--- src/rtl/rtc_pkg.sv ---
package rtc_pkg;
  localparam logic [7:0] OFS_SEC_LIVE   = 8'h08;
  localparam logic [7:0] OFS_SEC_SHADOW = 8'h0C;
  localparam logic [7:0] OFS_MSEC       = 8'h10;

  typedef enum logic [1:0] {
    SEL_NONE,
    SEL_LIVE,
    SEL_SHADOW,
    SEL_MSEC
  } rd_sel_e;
endpackage

--- src/rtl/rtc_ms_counter.sv ---
module rtc_ms_counter #(
  parameter int MS_PER_SEC = 1000,
  localparam int MS_W = $clog2(MS_PER_SEC)
) (
  input  logic            clk,
  input  logic            rst_n,
  input  logic            tick,
  output logic [MS_W-1:0] ms_cnt,
  output logic            carry
);
  localparam logic [MS_W-1:0] LAST = MS_W'(MS_PER_SEC - 1);

  logic [MS_W-1:0] ms_d;
  logic            ms_en;

  // wrap happens on the tick at the last millisecond
  assign carry = tick && (ms_cnt == LAST);
  assign ms_en = tick;

  always_comb begin
    if (carry) ms_d = '0;
    else       ms_d = ms_cnt + MS_W'(1);
  end

  always_ff @(posedge clk or negedge rst_n) begin
    if (!rst_n)     ms_cnt <= '0;
    else if (ms_en) ms_cnt <= ms_d;
  end
endmodule

--- src/rtl/rtc_sec_counter.sv ---
module rtc_sec_counter #(
  parameter int SEC_W = 32
) (
  input  logic             clk,
  input  logic             rst_n,
  input  logic             inc,
  output logic [SEC_W-1:0] sec_cnt
);
  logic [SEC_W-1:0] sec_d;

  assign sec_d = sec_cnt + SEC_W'(1);

  always_ff @(posedge clk or negedge rst_n) begin
    if (!rst_n)   sec_cnt <= '0;
    else if (inc) sec_cnt <= sec_d;
  end
endmodule

--- src/rtl/rtc_read_port.sv ---
module rtc_read_port
  import rtc_pkg::*;
#(
  parameter int DATA_W = 32,
  parameter int ADDR_W = 8,
  parameter int SEC_W  = 32,
  parameter int MS_W   = 10
) (
  input  logic              clk,
  input  logic              rst_n,
  input  logic              rd_en,
  input  logic [ADDR_W-1:0] rd_addr,
  input  logic [SEC_W-1:0]  sec_cnt,
  input  logic [MS_W-1:0]   ms_cnt,
  output logic [DATA_W-1:0] rd_data,
  output logic [SEC_W-1:0]  shadow_sec
);
  rd_sel_e           sel;
  logic [DATA_W-1:0] data_d;
  logic              shadow_en;

  always_comb begin
    if (rd_addr == ADDR_W'(OFS_SEC_LIVE))        sel = SEL_LIVE;
    else if (rd_addr == ADDR_W'(OFS_SEC_SHADOW)) sel = SEL_SHADOW;
    else if (rd_addr == ADDR_W'(OFS_MSEC))       sel = SEL_MSEC;
    else                                         sel = SEL_NONE;
  end

  always_comb begin
    case (sel)
      SEL_LIVE:   data_d = DATA_W'(sec_cnt);
      SEL_SHADOW: data_d = DATA_W'(shadow_sec);
      SEL_MSEC:   data_d = DATA_W'(ms_cnt);
      default:    data_d = '0;
    endcase
  end

  // capture uses the pre-edge seconds, same edge as the returned ms value
  assign shadow_en = rd_en && (sel == SEL_MSEC);

  always_ff @(posedge clk or negedge rst_n) begin
    if (!rst_n)         shadow_sec <= '0;
    else if (shadow_en) shadow_sec <= sec_cnt;
  end

  always_ff @(posedge clk or negedge rst_n) begin
    if (!rst_n)     rd_data <= '0;
    else if (rd_en) rd_data <= data_d;
  end
endmodule

--- src/rtl/rtc_latched_time.sv ---
module rtc_latched_time #(
  parameter int DATA_W     = 32,
  parameter int ADDR_W     = 8,
  parameter int MS_PER_SEC = 1000
) (
  input  logic              clk,
  input  logic              rst_n,
  input  logic              tick_1k,
  input  logic              rd_en,
  input  logic [ADDR_W-1:0] rd_addr,
  output logic [DATA_W-1:0] rd_data
);
  localparam int SEC_W = DATA_W;
  localparam int MS_W  = $clog2(MS_PER_SEC);

  logic [MS_W-1:0]  ms_cnt;
  logic [SEC_W-1:0] sec_cnt;
  logic [SEC_W-1:0] shadow_sec;
  logic             ms_carry;

  rtc_ms_counter #(.MS_PER_SEC(MS_PER_SEC)) u_ms (
    .clk    (clk),
    .rst_n  (rst_n),
    .tick   (tick_1k),
    .ms_cnt (ms_cnt),
    .carry  (ms_carry)
  );

  rtc_sec_counter #(.SEC_W(SEC_W)) u_sec (
    .clk     (clk),
    .rst_n   (rst_n),
    .inc     (ms_carry),
    .sec_cnt (sec_cnt)
  );

  rtc_read_port #(
    .DATA_W (DATA_W),
    .ADDR_W (ADDR_W),
    .SEC_W  (SEC_W),
    .MS_W   (MS_W)
  ) u_rd (
    .clk        (clk),
    .rst_n      (rst_n),
    .rd_en      (rd_en),
    .rd_addr    (rd_addr),
    .sec_cnt    (sec_cnt),
    .ms_cnt     (ms_cnt),
    .rd_data    (rd_data),
    .shadow_sec (shadow_sec)
  );
endmodule

--- config.mk ---
export PLATFORM = sky130hd
export DESIGN_NAME = rtc_latched_time
export DESIGN_NICKNAME = d
export VERILOG_FILES = /design/src/rtl/rtc_pkg.sv /design/src/rtl/rtc_ms_counter.sv /design/src/rtl/rtc_sec_counter.sv /design/src/rtl/rtc_read_port.sv /design/src/rtl/rtc_latched_time.sv
export SDC_FILE = /design/constraint.sdc
export NUM_CORES = 1
export LEC_CHECK = 0
export ABC_CLOCK_PERIOD_IN_PS = 1930
export BUFFER_PORTS_ARGS = -buffer_cell sky130_fd_sc_hd__buf_4
export CAP_MARGIN = 20
export CORE_AREA = 2 2 108 110
export CTS_BUF_LIST = sky130_fd_sc_hd__clkbuf_8
export DETAILED_ROUTE_END_ITERATION = 8
export DIE_AREA = 0 0 110 112
export HOLD_SLACK_MARGIN = 0.05
export PLACE_DENSITY = 0.72
export SYNTH_ARGS = -nofsm -noshare
export SYNTH_HDL_FRONTEND = slang
export SYNTH_SLANG_ARGS = --single-unit
--- constraint.sdc ---
create_clock -name clk -period 1.93 [get_ports clk]
set_clock_uncertainty 0.1 [all_clocks]
set_input_delay 0.193 -clock clk [delete_from_list [all_inputs] [get_ports clk]]
set_output_delay 0.193 -clock clk [all_outputs]
set_load 0.01 [all_outputs]
==> flow_metrics.py, run 1 <==
metrics = {
    "clock_tree": {
        "cts_root_buf": "clkbuf_8",
        "cts_tree": "yes",
        "cts_buffers": 9,
        "cts.htree.levels": 3,
        "cts_sinks": 106,
        "clockBufferDepth": 2,
        "clkLatencyLatePin_ns": 0.38,
        "clk_pin_slew_worst_paths_ns": 0.12,
    },
    "global_routing": {
        "grt_max_degree": 107,
        "antenna_found_initial": 0,
        "grt_pass1_wl_mm": 16.4,
        "grt_most_used_layer": "met2",
        "grt_usage_pct": 16.9,
        "grt_util_met3_pct": 4.57,
        "grt-ovfl-total": 0,
        "met2_usage_pct": 26.9,
        "grt_pass1_vias": 3341,
        "met1_usage_pct": 23.0,
    },
    "route": {
        "drt_iter0_markers": 197,
        "drc": 0,
        "num_vias": 3417,
        "routed_wl_mm": 9.72,
        "wire_per_inst_um": 15.7,
        "dr.pass1.iters": 5,
        "vias_per_cell": 5.52,
        "ant_nets": 0,
    },
    "sta": {
        "period_share_pct": 94.5,
        "fmax_mhz": 548,
        "hold_viol": 0,
        "slew_viol_final": 0,
        "tightest_slew_ns": 0.874,
        "period_needed_ns": 1.82,
        "slew_headroom_pct": 41.6,
        "tns_ns": 0,
        "setup_viol": 0,
    },
    "die": {
        "die_x_um": 110,
        "io_pins": 44,
        "die_y_um": 112,
        "initial_core_util_pct": 43.3,
        "dieArea_um2": 12300,
        "rows": 39,
        "core_area_um2": 11200,
    },
    "synthesis": {
        "yosysUniqueCellTypes": 35,
        "syn_area_um2": 4840,
        "yosys.area.top_type": "dfrtp_1",
        "synth_cells": 415,
        "netlist.area_leader.share_pct": 54.8,
        "yosysWarnings": 0,
        "synth_edf_count": 0,
        "async_reset_ff_share_pct": 100,
        "synthTopCellsByArea": "dfrtp_1, mux2_2, xnor2_1",
        "ys_ff_latch": 106,
        "syn-num-nets": 429,
        "ys_seq_area_share_pct": 54.8,
        "avgSynthCellArea_um2": 11.7,
        "synth-main-ff-cell": "dfrtp_1",
    },
    "setup_path": {
        "required_ns": 2.10,
        "endpoint_kind": "register",
        "ff2ff_path_depth": 6,
        "cp-start-kind": "register",
        "cp.arrival_ns": 1.99,
        "regToRegSetupSlack_ns": 0.11,
        "r2r-end": "u_sec.sec_cnt[27]",
        "crit-reg2reg-launch": "u_ms.ms_cnt[1]",
        "setup.worst_path.class": "register to register",
        "startpoint": "u_ms.ms_cnt[1]",
        "critPathCapture": "u_sec.sec_cnt[27]",
        "worst-path-max-fanout": 22,
    },
    "layout": {
        "multi_input_area_um2": 1950,
        "nFillCells": 981,
        "syn2layout_area_growth_pct": 17.3,
        "regArea_um2": 2650,
        "final_cell_mix": "dfrtp_1, buf_4, inv_1",
        "n_antenna_cell": 0,
        "drive_above_1_share_pct": 25.6,
        "layout_commonest_cell": "dfrtp_1",
        "fin_nets": 485,
        "final_core_util_pct": 50.8,
    },
    "pwr": {
        "ir_worst_vdd_mv": 0.462,
        "power_density_nw_per_um2": 714,
        "p_leak_nw": 2.62,
    },
    "outcome": {
        "outcome": "completed",
    },
    "min_path": {
        "hold_class": "input port to register",
    },
    "flow_run": {
        "max_cap_viol_count": 0,
    },
    "placed_design": {
        "place_hpwl_mm": 6.75,
        "portBuffers": 43,
        "gp_congestion": 0.809,
    },
}
[state kept, by name (all words and copies together) (netlist names)]
register	flops
u_rd.rd_data	32
u_rd.shadow_sec	32
u_sec.sec_cnt	32
u_ms.ms_cnt	10
[kinds of logic after synthesis]
logic type	share of synthesized area (%)
AO/OA/AOI/OAI	8.19
XOR/XNOR	6.69
adder cells (fa/ha/maj)	0.517
buffers and inverters	5.04
flip-flops	54.8
multiplexers	12.6
AND/OR/NAND/NOR	12.2
[cell type report]
class                   count  area share [%]
well taps                 143            3.15
clock buffers               9            2.18
repair buffers             69            9.87
clock inverters             7            1.50
inverters                  34            2.25
flip-flops and latches    106            46.7
multi-input cells         251            34.4
[Yosys cell counts, drive strengths merged, types with 6 or more instances]
cell and n:
dfrtp 106, nor2 14, inv 34, mux2i 24, nand4 26, and3 6
nand3 16, o22ai 33, nor4 7, a2bb2oi 10, xor2 6, nand2 13
xnor2 31, mux2 33, buf 9, clkbuf 15, a22oi 10
[layer usage]
layer	wire, um	vias to the layer above
li1	-	1605
met1	4380	1718
met2	4750	83
met3	469	11
met4	112	0
met5	0	-
[report_power, final]
part	leakage, nW	switching (mW)	total, mW	internal (mW)
Clock	0.100	0.857	1.37	0.518
Combinational	1.05	0.221	0.370	0.149
Sequential	1.47	0.0413	2.31	2.27
Total	2.62	1.12	4.06	2.94
[critical path: stages (launching register included)]
cell     delay [ns]
dfrtp_1        0.37
ha_1           0.19
nand3_1        0.21
nor4_4         0.38
buf_12         0.19
nand4_1        0.12
xnor2_1        0.16
[through the flow]
step	area, um^2	hold WS, ns	power, mW	setup slack, ns	std cells
final	5680	0.0992	4.06	0.106	619
after detailed placement	5440	0.208	2.72	-0.0956	600
after CTS	5670	0.0856	4.10	0.0719	618
after global placement	5440	0.203	2.71	0.0139	600
after global routing	5680	0.0879	4.25	-0.0167	619
after floorplan	4840	-0.203	2.56	0.0570	415
[repair_timing]
action,CTS,global route
setup buffers,0,1
resized for setup,0,1
hold buffers,2,0
hold endpoints to repair,109,0
endpoints found under the setup margin,0,8
[worst min-delay path by stage]
stage / startpoint / cells after the start / end / slack [ns]
after global placement: rst_n / 2 / u_rd.rd_data[13] / 0.20
after global routing: rd_en / 2 / u_rd.rd_data[29] / 0.09
after CTS: rd_en / 2 / u_rd.rd_data[22] / 0.09
final: rd_en / 2 / u_rd.rd_data[22] / 0.1
after detailed placement: rst_n / 2 / u_rd.rd_data[15] / 0.21
after floorplan: rst_n / 0 / u_ms.ms_cnt[0] / -0.20
Note: power is estimated with default switching activity, not from simulation.
==> run 2, diff against run 1 <==
--- a/config.mk
+++ b/config.mk
@@ -13,7 +13,7 @@
 export DETAILED_ROUTE_END_ITERATION = 8
 export DIE_AREA = 0 0 110 112
 export HOLD_SLACK_MARGIN = 0.05
-export PLACE_DENSITY = 0.72
+export PLACE_DENSITY_LB_ADDON = 0.08
 export SYNTH_ARGS = -nofsm -noshare
 export SYNTH_HDL_FRONTEND = slang
 export SYNTH_SLANG_ARGS = --single-unit
==> flow_metrics.py, run 2 (synthesized netlist as in run 1, its figures left out) <==
metrics = {
    "sta": {
        "period_share_pct": 93.0,
        "tightest_slew_ns": 0.784,
        "setup_ws_ns": 0.135,
        "tns_ns": 0,
        "slew_headroom_pct": 47.7,
        "slew_viol_final": 0,
        "setup_viol": 0,
        "fmax_mhz": 557,
        "hold_viol": 0,
        "rsz0062_at_grt": "no",
        "period_needed_ns": 1.80,
    },
    "route": {
        "drt_iter0_markers": 145,
        "vias_per_cell": 5.41,
        "routed_wl_mm": 10.0,
        "ant_nets": 0,
        "dr.pass1.iters": 4,
        "wire_per_inst_um": 16.1,
        "num_vias": 3362,
        "drc": 0,
    },
    "layout": {
        "multi_input_area_um2": 1950,
        "nFillCells": 1063,
        "final_cell_mix": "dfrtp_1, buf_4, inv_1",
        "layout_commonest_cell": "dfrtp_1",
        "regArea_um2": 2650,
        "fin_nets": 487,
        "n_antenna_cell": 0,
        "syn2layout_area_growth_pct": 17.1,
        "drive_above_1_share_pct": 25.5,
        "top_regs": "u_rd.rd_data (32), u_rd.shadow_sec (32), u_sec.sec_cnt (32)",
    },
    "global_routing": {
        "grt_max_degree": 46,
        "met1_usage_pct": 23.5,
        "grt_most_used_layer": "met2",
        "grt_pass1_vias": 3396,
        "met2_usage_pct": 29.4,
        "grt_util_met3_pct": 2.63,
        "antenna_found_initial": 0,
        "grt_usage_pct": 18.1,
        "grt-ovfl-total": 0,
        "grt_pass1_wl_mm": 17.1,
    },
    "placed_design": {
        "place_hpwl_mm": 7.08,
        "gp_congestion": 0.754,
        "dp_slack_ns": 0.138,
        "portBuffers": 43,
    },
    "clock_tree": {
        "clk_pin_slew_worst_paths_ns": 0.10,
        "cts_sinks": 106,
        "clockBufferDepth": 2,
        "cts_setup_buffers": 0,
        "cts_root_buf": "clkbuf_8",
        "cts.htree.levels": 3,
        "cts_tree": "yes",
        "cts_buffers": 9,
        "clkLatencyLatePin_ns": 0.39,
    },
    "min_path": {
        "holdPathStages": 2,
        "hold_class": "input port to register",
        "hold_start": "rd_en",
        "min_to": "u_rd.rd_data[28]",
    },
    "pwr": {
        "p_seq_share_pct": 57.6,
        "p_int_mw": 3.00,
        "ir_worst_vdd_mv": 0.398,
        "power_density_nw_per_um2": 708,
        "p_switching_mw": 1.02,
        "pwr-share-comb_pct": 9.3,
        "swShare_pct": 25.5,
        "p_leak_nw": 2.63,
        "clkPwrFrac_pct": 33.1,
    },
    "die": {
        "die_y_um": 112,
        "io_pins": 44,
        "dieArea_um2": 12300,
        "die_x_um": 110,
        "core_area_um2": 11200,
        "rows": 39,
        "initial_core_util_pct": 43.3,
    },
    "setup_path": {
        "cp.arrival_ns": 1.97,
        "required_ns": 2.10,
        "regToRegSetupSlack_ns": 0.13,
        "setup.worst_path.class": "register to register",
        "r2r-end": "u_sec.sec_cnt[30]",
        "crit-reg2reg-launch": "u_ms.ms_cnt[4]",
        "endpoint_kind": "register",
        "cp-start-kind": "register",
        "worst-path-max-fanout": 22,
        "ff2ff_path_depth": 5,
    },
    "outcome": {
        "outcome": "completed",
    },
    "flow_run": {
        "max_cap_viol_count": 0,
    },
}
-- run 2: changes by cell type in the layout (fill, tap and decap cells not counted), sizes merged --
| cell | before | now |
|---|---|---|
| inv | 36 | 35 |
| clkinv | 4 | 3 |
| buf | 67 | 69 |
| clkinvlp | 1 | 0 |
| clkbuf | 9 | 12 |
-- run 2: repair_timing --
action	in CTS	in global routing
resized for setup	0	0
hold buffers	2	0
endpoints found under the hold margin	35	0
-- run 2: cell type report --
cell class / count / share of cell area [%]
multi-input cells: 251 / 34.3
flip-flops and latches: 106 / 46.8
repair buffers: 71 / 10.1
well taps: 143 / 3.15
clock inverters: 4 / 0.463
clock buffers: 12 / 2.91
inverters: 34 / 2.25
-- run 2: worst max-delay path, cell delays in order, from the launching register on --
cell and delay, ns:
dfrtp_1 0.38, or3b_4 0.42, nor4_4 0.31, buf_12 0.19, nand3_1 0.11, xnor2_1 0.16
-- run 2: through the flow --
step                      std cells  power [mW]  hold slack [ns]  utilization [%]  area, um^2
after floorplan                 415        2.56           -0.203                -        4840
after global placement          603        2.73           0.0907             48.9        5460
after detailed placement        603        2.73           0.0961             48.9        5460
after CTS                       621        4.07           0.0629             50.8        5670
after global routing            621        4.22           0.0896             50.8        5670
final                           621        4.02           0.0844             50.8        5670
-- run 2: worst max path at each step --
stage	startpoint	endpoint	cells after the start
after floorplan	u_ms.ms_cnt[4]	u_sec.sec_cnt[18]	6
after global placement	u_ms.ms_cnt[4]	u_sec.sec_cnt[12]	5
after detailed placement	u_ms.ms_cnt[4]	u_sec.sec_cnt[13]	5
after CTS	u_ms.ms_cnt[4]	u_sec.sec_cnt[30]	5
after global routing	u_ms.ms_cnt[4]	u_sec.sec_cnt[30]	5
final	u_ms.ms_cnt[4]	u_sec.sec_cnt[30]	5
-- run 2: per-layer routing --
layer / vias up / part of all wire [%]
met5: - / 0
met4: 0 / 2.1
met3: 14 / 2.0
met2: 45 / 50
met1: 1693 / 45
li1: 1610 / -
-- run 2: power groups by stage --
stage | sequential, mW | clock (mW) | combinational [mW]
final | 2.31 | 1.33 | 0.375
after global routing | 2.32 | 1.48 | 0.419
after CTS | 2.32 | 1.38 | 0.380
after detailed placement | 2.36 | 0 | 0.373
after global placement | 2.36 | 0 | 0.370
after floorplan | 2.35 | 0 | 0.209
